===== config.mk =====
export PLATFORM = sky130hd
export DESIGN_NAME = slot_mf_buffer
export DESIGN_NICKNAME = d
export VERILOG_FILES = /design/src/rtl/smb_pkg.sv /design/src/rtl/smb_frame_index.sv /design/src/rtl/smb_pattern_cmp.sv /design/src/rtl/smb_rx_engine.sv /design/src/rtl/slot_mf_buffer.sv
export SDC_FILE = /design/constraint.sdc
export NUM_CORES = 1
export LEC_CHECK = 0
export ABC_AREA = 1
export BUFFER_PORTS_ARGS = -buffer_cell sky130_fd_sc_hd__buf_2
export CAP_MARGIN = 20
export CORE_UTILIZATION = 65
export CTS_CLUSTER_DIAMETER = 100
export DETAILED_ROUTE_END_ITERATION = 10
export PLACE_DENSITY = 0.79
export SYNTH_ARGS = -nofsm -noshare
export SYNTH_HDL_FRONTEND = slang
export SYNTH_SLANG_ARGS = --single-unit

===== constraint.sdc =====
create_clock -name clk -period 3.6 [get_ports clk]
set_input_delay 0.18 -clock clk [delete_from_list [all_inputs] [get_ports clk]]
set_output_delay 0.18 -clock clk [all_outputs]
set_load 0.005 [all_outputs]

===== src/rtl/smb_pkg.sv =====
package smb_pkg;
  typedef enum logic [1:0] {
    MODE_PLAIN = 2'b00,
    MODE_STOP  = 2'b01,
    MODE_START = 2'b10,
    MODE_RSVD  = 2'b11
  } cap_mode_e;

  localparam logic [5:0] REG_CTRL = 6'h00;
  localparam logic [5:0] REG_PAT  = 6'h01;
  localparam logic [5:0] REG_STAT = 6'h02;
  localparam logic [5:0] REG_IEN  = 6'h03;
  localparam logic [1:0] WIN_RX   = 2'b01;
  localparam logic [1:0] WIN_TX   = 2'b10;
endpackage


===== src/rtl/smb_frame_index.sv =====
module smb_frame_index #(
  parameter int DEPTH = 16,
  parameter int IW    = $clog2(DEPTH)
) (
  input  logic          clk,
  input  logic          rst_n,
  input  logic          beat,
  input  logic          mfs,
  input  logic          hit,
  output logic [IW-1:0] idx_now,
  output logic          aligned_now
);
  logic [IW-1:0] ptr_q;
  logic          aligned_q;

  assign idx_now     = mfs ? '0 : ptr_q;
  assign aligned_now = aligned_q | mfs;

  always_ff @(posedge clk) begin
    if (!rst_n) begin
      ptr_q     <= '0;
      aligned_q <= 1'b0;
    end else if (beat) begin
      if (mfs) aligned_q <= 1'b1;
      if (hit) ptr_q <= (idx_now == IW'(DEPTH - 1)) ? '0 : idx_now + 1'b1;
      else if (mfs) ptr_q <= '0;
    end
  end

  // a boundary on another slot restarts the index
  p_index_restart_r2: assert property (@(posedge clk) disable iff (!rst_n)
    beat && mfs && !hit |=> ptr_q == '0);
  // one step per chosen-slot byte inside the multiframe
  p_index_step_r2: assert property (@(posedge clk) disable iff (!rst_n)
    beat && hit && !mfs && (ptr_q != IW'(DEPTH - 1)) |=> ptr_q == IW'($past(ptr_q) + 1'b1));
endmodule


===== src/rtl/smb_pattern_cmp.sv =====
module smb_pattern_cmp (
  input  logic [7:0] data,
  input  logic [7:0] word,
  input  logic [7:0] mask,
  output logic       match
);
  assign match = ((data ^ word) & mask) == 8'h00;
endmodule


===== src/rtl/smb_rx_engine.sv =====
module smb_rx_engine
  import smb_pkg::*;
#(
  parameter int DEPTH = 16,
  parameter int IW    = $clog2(DEPTH)
) (
  input  logic          clk,
  input  logic          rst_n,
  input  logic          beat,
  input  logic          hit,
  input  logic          mfs,
  input  logic          rx_en,
  input  cap_mode_e     mode,
  input  logic          stop_on_miss,
  input  logic          match,
  input  logic [IW-1:0] idx,
  input  logic [7:0]    data,
  input  logic          ctrl_wr,
  input  logic [IW-1:0] rd_idx,
  output logic [7:0]    rd_data,
  output logic          stop_evt,
  output logic          start_evt
);
  logic       sync_q, frozen_q, started_q;
  logic       take, wr_en;
  logic [7:0] cells [DEPTH];

  assign take      = beat & hit & rx_en & (sync_q | mfs);
  assign stop_evt  = take && (mode == MODE_STOP) && !frozen_q && (stop_on_miss ? !match : match);
  assign start_evt = take && (mode == MODE_START) && !started_q && match;

  always_comb begin
    unique case (mode)
      MODE_STOP:  wr_en = take & !frozen_q;
      MODE_START: wr_en = take & (started_q | match);
      default:    wr_en = take;
    endcase
  end

  always_ff @(posedge clk) begin
    if (!rst_n) begin
      sync_q    <= 1'b0;
      frozen_q  <= 1'b0;
      started_q <= 1'b0;
    end else begin
      if (!rx_en) sync_q <= 1'b0;
      else if (beat && mfs) sync_q <= 1'b1;
      if (ctrl_wr) frozen_q <= 1'b0;
      else if (stop_evt) frozen_q <= 1'b1;
      if (ctrl_wr) started_q <= 1'b0;
      else if (start_evt) started_q <= 1'b1;
    end
  end

  for (genvar i = 0; i < DEPTH; i++) begin : g_cell
    logic [7:0] cell_q;
    always_ff @(posedge clk) begin
      if (!rst_n) cell_q <= '0;
      else if (wr_en && idx == IW'(i)) cell_q <= data;
    end
    assign cells[i] = cell_q;
  end

  assign rd_data = cells[rd_idx];

  // a trigger freezes recording
  p_stop_freezes_r7: assert property (@(posedge clk) disable iff (!rst_n)
    stop_evt && !ctrl_wr |=> frozen_q);
  // the freeze lasts until control is rewritten
  p_freeze_holds_r7: assert property (@(posedge clk) disable iff (!rst_n)
    frozen_q && !ctrl_wr |=> frozen_q);
  // nothing is taken while disconnected
  p_no_take_off_r4: assert property (@(posedge clk) disable iff (!rst_n)
    !rx_en |-> !take);
endmodule


===== src/rtl/slot_mf_buffer.sv =====
module slot_mf_buffer
  import smb_pkg::*;
#(
  parameter int DEPTH = 16,
  parameter int SLOTS = 32,
  parameter int SW    = $clog2(SLOTS),
  parameter int IW    = $clog2(DEPTH)
) (
  input  logic          clk,
  input  logic          rst_n,
  input  logic          in_valid,
  output logic          in_ready,
  input  logic [7:0]    in_data,
  input  logic [SW-1:0] in_slot,
  input  logic          in_mfs,
  output logic          out_valid,
  input  logic          out_ready,
  output logic [7:0]    out_data,
  input  logic          cfg_we,
  input  logic [5:0]    cfg_addr,
  input  logic [15:0]   cfg_wdata,
  output logic [15:0]   cfg_rdata,
  output logic          irq
);
  logic [SW-1:0] slot_q;
  logic          rx_en_q, tx_en_q, miss_q;
  cap_mode_e     mode_q;
  logic [7:0]    pat_q, mask_q;
  logic [1:0]    stat_q, ien_q, clr;
  logic          beat, hit, match, aligned_now, stop_evt, start_evt, ctrl_wr;
  logic [IW-1:0] idx_now;
  logic [7:0]    rx_rd;
  logic [7:0]    tx_cells [DEPTH];

  assign in_ready  = out_ready;
  assign out_valid = in_valid;
  assign beat      = in_valid & out_ready;
  assign hit       = in_slot == slot_q;
  assign ctrl_wr   = cfg_we && cfg_addr == REG_CTRL;

  smb_frame_index #(.DEPTH(DEPTH), .IW(IW)) u_idx (
    .clk, .rst_n, .beat, .mfs(in_mfs), .hit, .idx_now, .aligned_now
  );

  smb_pattern_cmp u_cmp (.data(in_data), .word(pat_q), .mask(mask_q), .match);

  smb_rx_engine #(.DEPTH(DEPTH), .IW(IW)) u_rx (
    .clk, .rst_n, .beat, .hit, .mfs(in_mfs), .rx_en(rx_en_q), .mode(mode_q),
    .stop_on_miss(miss_q), .match, .idx(idx_now), .data(in_data), .ctrl_wr,
    .rd_idx(cfg_addr[IW-1:0]), .rd_data(rx_rd), .stop_evt, .start_evt
  );

  for (genvar i = 0; i < DEPTH; i++) begin : g_tx
    logic [7:0] cell_q;
    always_ff @(posedge clk) begin
      if (!rst_n) cell_q <= '0;
      else if (cfg_we && cfg_addr[5:4] == WIN_TX && cfg_addr[IW-1:0] == IW'(i))
        cell_q <= cfg_wdata[7:0];
    end
    assign tx_cells[i] = cell_q;
  end

  assign out_data = (tx_en_q && hit && aligned_now) ? tx_cells[idx_now] : in_data;

  assign clr = (cfg_we && cfg_addr == REG_STAT) ? cfg_wdata[1:0] : 2'b00;

  always_ff @(posedge clk) begin
    if (!rst_n) begin
      slot_q  <= '0;
      rx_en_q <= 1'b0;
      tx_en_q <= 1'b0;
      mode_q  <= MODE_PLAIN;
      miss_q  <= 1'b0;
      pat_q   <= '0;
      mask_q  <= '0;
      stat_q  <= '0;
      ien_q   <= '0;
    end else begin
      if (ctrl_wr) begin
        slot_q  <= cfg_wdata[SW-1:0];
        rx_en_q <= cfg_wdata[8];
        tx_en_q <= cfg_wdata[9];
        mode_q  <= cap_mode_e'(cfg_wdata[11:10]);
        miss_q  <= cfg_wdata[12];
      end
      if (cfg_we && cfg_addr == REG_PAT) begin
        pat_q  <= cfg_wdata[7:0];
        mask_q <= cfg_wdata[15:8];
      end
      if (cfg_we && cfg_addr == REG_IEN) ien_q <= cfg_wdata[1:0];
      stat_q <= (stat_q & ~clr) | {start_evt, stop_evt};
    end
  end

  assign irq = |(stat_q & ien_q);

  always_comb begin
    cfg_rdata = '0;
    if (cfg_addr[5:4] == WIN_RX) cfg_rdata = {8'h00, rx_rd};
    else if (cfg_addr[5:4] == WIN_TX) cfg_rdata = {8'h00, tx_cells[cfg_addr[IW-1:0]]};
    else begin
      case (cfg_addr)
        REG_CTRL: cfg_rdata = {3'b000, miss_q, mode_q, tx_en_q, rx_en_q, 8'(slot_q)};
        REG_PAT:  cfg_rdata = {mask_q, pat_q};
        REG_STAT: cfg_rdata = {14'h0, stat_q};
        REG_IEN:  cfg_rdata = {14'h0, ien_q};
        default:  cfg_rdata = '0;
      endcase
    end
  end

  // stop status is sticky until a one is written to it
  p_status_sticky_r9: assert property (@(posedge clk) disable iff (!rst_n)
    stat_q[0] && !(cfg_we && cfg_addr == REG_STAT && cfg_wdata[0]) |=> stat_q[0]);
  // start status is sticky as well
  p_start_sticky_r9: assert property (@(posedge clk) disable iff (!rst_n)
    stat_q[1] && !(cfg_we && cfg_addr == REG_STAT && cfg_wdata[1]) |=> stat_q[1]);
  // a held byte leaves the index untouched
  p_stall_holds_r1: assert property (@(posedge clk) disable iff (!rst_n)
    in_valid && !out_ready |=> $stable(u_idx.ptr_q));
endmodule


==> metrics.txt, run 1 <==
ys async rst share=0%; Worst Path Max Fanout=13; Pwr Density=410 nW/um2; WL/cell=19.7 um; Tcrit/Tclk final=82.1%; actual slew at the worst max-slew pin=967 ps; Post-synth top cells=379 x nor2_1, 378 x nand2_1, 358 x inv_1; n_diodes=0; vias in the first global route=15.2k; Seq cells post-synth=294; area grow syn2layout=10.3%; met3 GRT Util=7.95%; Die Y-Extent=157 um; sequential-to-total area share from yosys stat=37.8%; Cell variety after synth=34; non-filler cells, final=2724; H-Tree Depth=1; maximum clock rate=0.338 GHz; min-delay src=cfg_we; CORE AREA=23500 um2; count leader, synth=nor2_1; largest net degree at the start of global routing=147; share of layout cells above drive strength 1=9.81%; nets@finish=2430; WHS Path Cells=4; CTS Root Cell=clkbuf_16; total gr overflow=0; FILL cells=1965; Final ANT Viol Nets=0; mean post-synth cell area=6.55 um2; EDFF count, synth=0; Syn Nets=2422; Reg2Reg Depth=9; GR Layer Usage met1=54.1%; final hold vios=0; worst endpoint required time=3420 ps; CTS clk-pin slew, worst paths=60 ps; I/O pin count=68; Vias=16.7k; Synth Instances=2375; r2r setup slk=1140 ps; input/output buffers=67; Worst Hold Class=in2reg; antenna violations before repair=0; # rows=56; synthesized cell area=15600 um2; gpl congestion=0.949; worst skew pair latency=580 ps; static leakage=0.00724 uW; GRT met2 Usage=66.3%; critical path endpoint category=primary output; GRT Overall Usage=43.2%; crit path launch type=register; DR iter-0 viols=2468; DR vias/cell=6.14; cell taking the most area after synthesis=dfxtp_1; Pre-antenna DRT Iters=9; RSZ-0062 raised after global routing=no; CTS sink cnt=294; clock skew=17.1 ps; die area=24600 um2; final wirelength=53600 um; Reg-to-Reg Start=slot_q[0]$_SDFFE_PN0P_; DP Cell Count=2661; Arr. time, crit path=2780 ps; global route hottest layer=met2; Post-CTS Resized=0; Fin Setup TNS=0 ps; Rel. slew slack=35.4%; CTS Buf Count=31; Slew Viols, Final=0; Post-synth top flop=dfxtp_1; Max Root-Sink Buffers=3; CTS tree=built; yosys synthesis warning count=0; final setup violation count=0; Die X=157 um; first-pass GRT wire length=82500 um; worst r2r dst=u_rx.g_cell[4].cell_q[5]$_SDFFE_PN0P_; crit path time final=2960 ps; Initial Utilization=66.3%; Hold Path End=stat_q[1]$_SDFF_PN0_; Max-Cap Viols=0; post-synth top area share=37.8%; Post-route DRC=0; Peak VDD IR=0.515 mV; most area-consuming cells after synthesis=dfxtp_1 38%, nor2_1 9.1%, nand2_1 9.1%; status=completed; hpwl dp=34100 um; kind of critical path=reg2out
## power by group
part	switching, uW	total, uW	internal, uW
registers	10.3	3280	3270
logic	332	437	105
clock network	1370	3320	1950
## per-layer routing
layer  wire length (um)  share of wire (%)
met1              20000                 37
met2              23100                 43
met3               6040                 11
met4               4460                8.3
met5                  0                  0
## through the flow
stage / setup WS [ps] / utilization, % / cell area [um2] / power [uW] / hold WS (ps)
2_1_floorplan: 1410 / - / 15600 / 3590 / 315
3_3_place_gp: 1060 / 68.3 / 16000 / 3750 / 432
3_5_place_dp: 1010 / 68.3 / 16000 / 3760 / 440
4_1_cts: 697 / 73.1 / 17200 / 6990 / 3.40
5_1_grt: 557 / 73.1 / 17200 / 7150 / 54.8
6_report: 644 / 73.1 / 17200 / 7030 / 0.271
## area by class of cell
type | instances | area (um2) | area share (%)
Multi-Input combinational cell | 1564 | 7650 | 44.6
Sequential cell | 294 | 5890 | 34.3
Inverter | 380 | 1430 | 8.31
Clock buffer | 45 | 948 | 5.52
Timing Repair Buffer | 112 | 749 | 4.37
Tap cell | 319 | 399 | 2.33
Clock inverter | 10 | 104 | 0.605
## worst max path at each step
| stage | depth (start not counted) | endpoint | startpoint |
|---|---|---|---|
| 2_1_floorplan | 11 | u_rx.g_cell[7].cell_q[0]$_SDFFE_PN0P_ | u_idx.ptr_q[0]$_SDFFE_PN0N_ |
| 3_3_place_gp | 15 | u_rx.g_cell[11].cell_q[6]$_SDFFE_PN0P_ | in_data[4] |
| 3_5_place_dp | 15 | u_rx.g_cell[11].cell_q[6]$_SDFFE_PN0P_ | in_data[0] |
| 4_1_cts | 9 | out_data[6] | slot_q[0]$_SDFFE_PN0P_ |
| 5_1_grt | 9 | out_data[6] | slot_q[0]$_SDFFE_PN0P_ |
| 6_report | 9 | out_data[6] | slot_q[0]$_SDFFE_PN0P_ |
## sequential cells by signal, indices dropped and copies added (netlist names), 4 cells and up
name	count
mask_q	8
g_tx.cell_q	128
u_idx.ptr_q	4
slot_q	5
u_rx.g_cell.cell_q	128
pat_q	8
## cell families after synthesis
| family | share of synthesized area (%) |
|---|---|
| buf+inv | 13.1 |
| simple gates | 28.3 |
| xor+xnor | 0.281 |
| fa+ha+maj | 0.482 |
| flops | 37.8 |
| compound gates | 20.0 |
## placed cells by master (no fill, tap or decap), types with 21 or more instances in the layout
| master | instances |
|---|---|
| inv_1 | 358 |
| nand3_1 | 21 |
| clkbuf_16 | 31 |
| nand4_1 | 144 |
| nand2_1 | 378 |
| o22ai_1 | 106 |
| a21oi_1 | 109 |
| buf_4 | 33 |
| a22oi_1 | 51 |
| buf_2 | 66 |
| o21ai_0 | 281 |
| inv_2 | 21 |
| nor2_1 | 378 |
| dfxtp_1 | 294 |
| nor2_2 | 21 |
## critical path, cell delays in order, from the launching register on
cell and delay (ps):
dfxtp_1 330, or2_1 230, a21oi_1 180, nand3_2 210
a211oi_2 480, buf_4 290, nand2_1 60, nor2_1 210
nor2_1 70, buf_2 130
## timing repair
item	in CTS	in global routing
hold buffers	8	0
buffers inserted	0	0
hold endpoints to repair	13	0
Power figures use the tool's default switching activity.
==> inputs of run 2 (changes only) <==
--- a/config.mk
+++ b/config.mk
@@ -8,10 +8,10 @@
 export ABC_AREA = 1
 export BUFFER_PORTS_ARGS = -buffer_cell sky130_fd_sc_hd__buf_2
 export CAP_MARGIN = 20
-export CORE_UTILIZATION = 65
+export CORE_UTILIZATION = 56
 export CTS_CLUSTER_DIAMETER = 100
 export DETAILED_ROUTE_END_ITERATION = 10
-export PLACE_DENSITY = 0.79
+export PLACE_DENSITY = 0.72
 export SYNTH_ARGS = -nofsm -noshare
 export SYNTH_HDL_FRONTEND = slang
 export SYNTH_SLANG_ARGS = --single-unit
==> constraint.sdc (replaced) <==
create_clock -name clk -period 2.61 [get_ports clk]
set_input_delay 0.1305 -clock clk [delete_from_list [all_inputs] [get_ports clk]]
set_output_delay 0.1305 -clock clk [all_outputs]
set_load 0.005 [all_outputs]
==> metrics.txt, run 2 (same netlist as run 1, synthesis figures left out) <==
share of layout cells above drive strength 1=10.9%; Post-route DRC=0; Initial Utilization=57.4%; Final ANT Viol Nets=0; GRT Overall Usage=37.5%; Placed Area=16400 um2; Max Root-Sink Buffers=3; commonest cells after routing, fill and taps aside=378 x nand2_1, 378 x nor2_1, 356 x inv_1; static leakage=0.00744 uW; first-pass GRT wire length=83800 um; vias in the first global route=14.8k; maximum clock rate=0.393 GHz; final hold vios=0; CTS Buf Count=35; DR iter-0 viols=2203; die area=28500 um2; Arr. time, crit path=2420 ps; Pre-antenna DRT Iters=7; WL/cell=19.5 um; Vias=16.7k; antenna violations before repair=0; Max-Cap Viols=0; Reg2Reg Depth=11; kind of critical path=reg2out; n_diodes=0; crit path time final=2550 ps; area grow syn2layout=13.3%; Rel. slew slack=45.1%; largest net degree at the start of global routing=80; H-Tree Depth=2; Final Util=65.1%; crit path launch type=register; worst endpoint required time=2480 ps; final wirelength=54700 um; RSZ-0062 raised after global routing=no; Worst Path Max Fanout=23; Worst Hold Class=in2reg; input/output buffers=67; min-delay src=cfg_we; Peak VDD IR=0.549 mV; post-route cell area=17600 um2; WHS Path Cells=4; Pwr Density=552 nW/um2; worst skew pair latency=520 ps; Critical Path Start=u_idx.ptr_q[0]$_SDFFE_PN0N_; gpl congestion=0.966; actual slew at the worst max-slew pin=823 ps; critical path endpoint category=primary output; Tcrit/Tclk final=97.6%; I/O pin count=68; CTS tree=built; hpwl dp=36200 um; Slew Viols, Final=0; clock skew=12.3 ps; CTS Root Cell=clkbuf_16; Reg-to-Reg Start=u_idx.ptr_q[0]$_SDFFE_PN0N_; final setup violation count=0; nets@finish=2467; total gr overflow=0; CTS sink cnt=294; DR vias/cell=5.94; Die Y-Extent=169 um; Fin Setup TNS=0 ps; status=completed; Die X=169 um; CORE AREA=27100 um2; largest registers=g_tx.cell_q (128), u_rx.g_cell.cell_q (128); # rows=60; CTS clk-pin slew, worst paths=60 ps
==> run 2: cell type report <==
class                           count  area, um2
Clock inverter                      7       41.3
Fill cell                        2462       9460
Inverter                          380       1430
Tap cell                          372        465
Timing Repair Buffer              145       1150
Clock buffer                       50       1000
Multi-Input combinational cell   1564       7660
Sequential cell                   294       5890
==> run 2: stage by stage <==
stage	power (uW)	std cells	hold slack, ps	setup WS, ps
floorplan	4950	2375	265	422
finish	9740	2812	14.2	62.8
global placement	5200	2741	374	430
global route	9950	2812	50.6	6.00
CTS	9710	2806	6.29	-19.4
detailed placement	5210	2741	382	382
==> run 2: what timing repair did <==
item / 4_1_cts / 5_1_grt
gates resized for setup: 3 / 8
buffers inserted: 0 / 5
hold endpoints to repair: 13 / 0
pin swaps: 0 / 2
setup endpoints to repair: 8 / 8
cloned: 0 / 1
hold buffers: 8 / 0
==> run 2: final timing paths <==
check             slack [ps]                                     to
hold reg to reg          470        g_tx[11].cell_q[2]$_SDFFE_PN0P_
setup reg to reg         300  u_rx.g_cell[3].cell_q[6]$_SDFFE_PN0P_
setup / recovery          60                            out_data[3]
hold / removal            10                   stat_q[1]$_SDFF_PN0_
==> run 2: per-layer routing <==
layer  vias to the layer above  wire, um  global-route usage (%)
li1                       7854         -                       -
met1                      7642     21400                    47.6
met2                       987     25000                    60.8
met3                       223      5190                    5.80
met4                         0      3160                    20.8
met5                         -         0                       0
==> run 2: worst max-delay path, stage by stage (launching register included) <==
cell and delay [ps]:
dfxtp_1 350, inv_2 60, nor2_4 140, clkinvlp_4 130
buf_12 170, buf_4 190, nor2_1 100, o22ai_1 110
nand2_1 120, nand4_1 200, nand2_1 120, o21ai_1 60
buf_2 140
==> run 2: report_power, final <==
group          leakage, uW  internal (uW)  switching, uW  total, uW
logic              0.00456            170            458        628
clock network     0.000514           2670           1920       4590
registers          0.00237           4510           14.1       4520
total              0.00744           7340           2400       9740
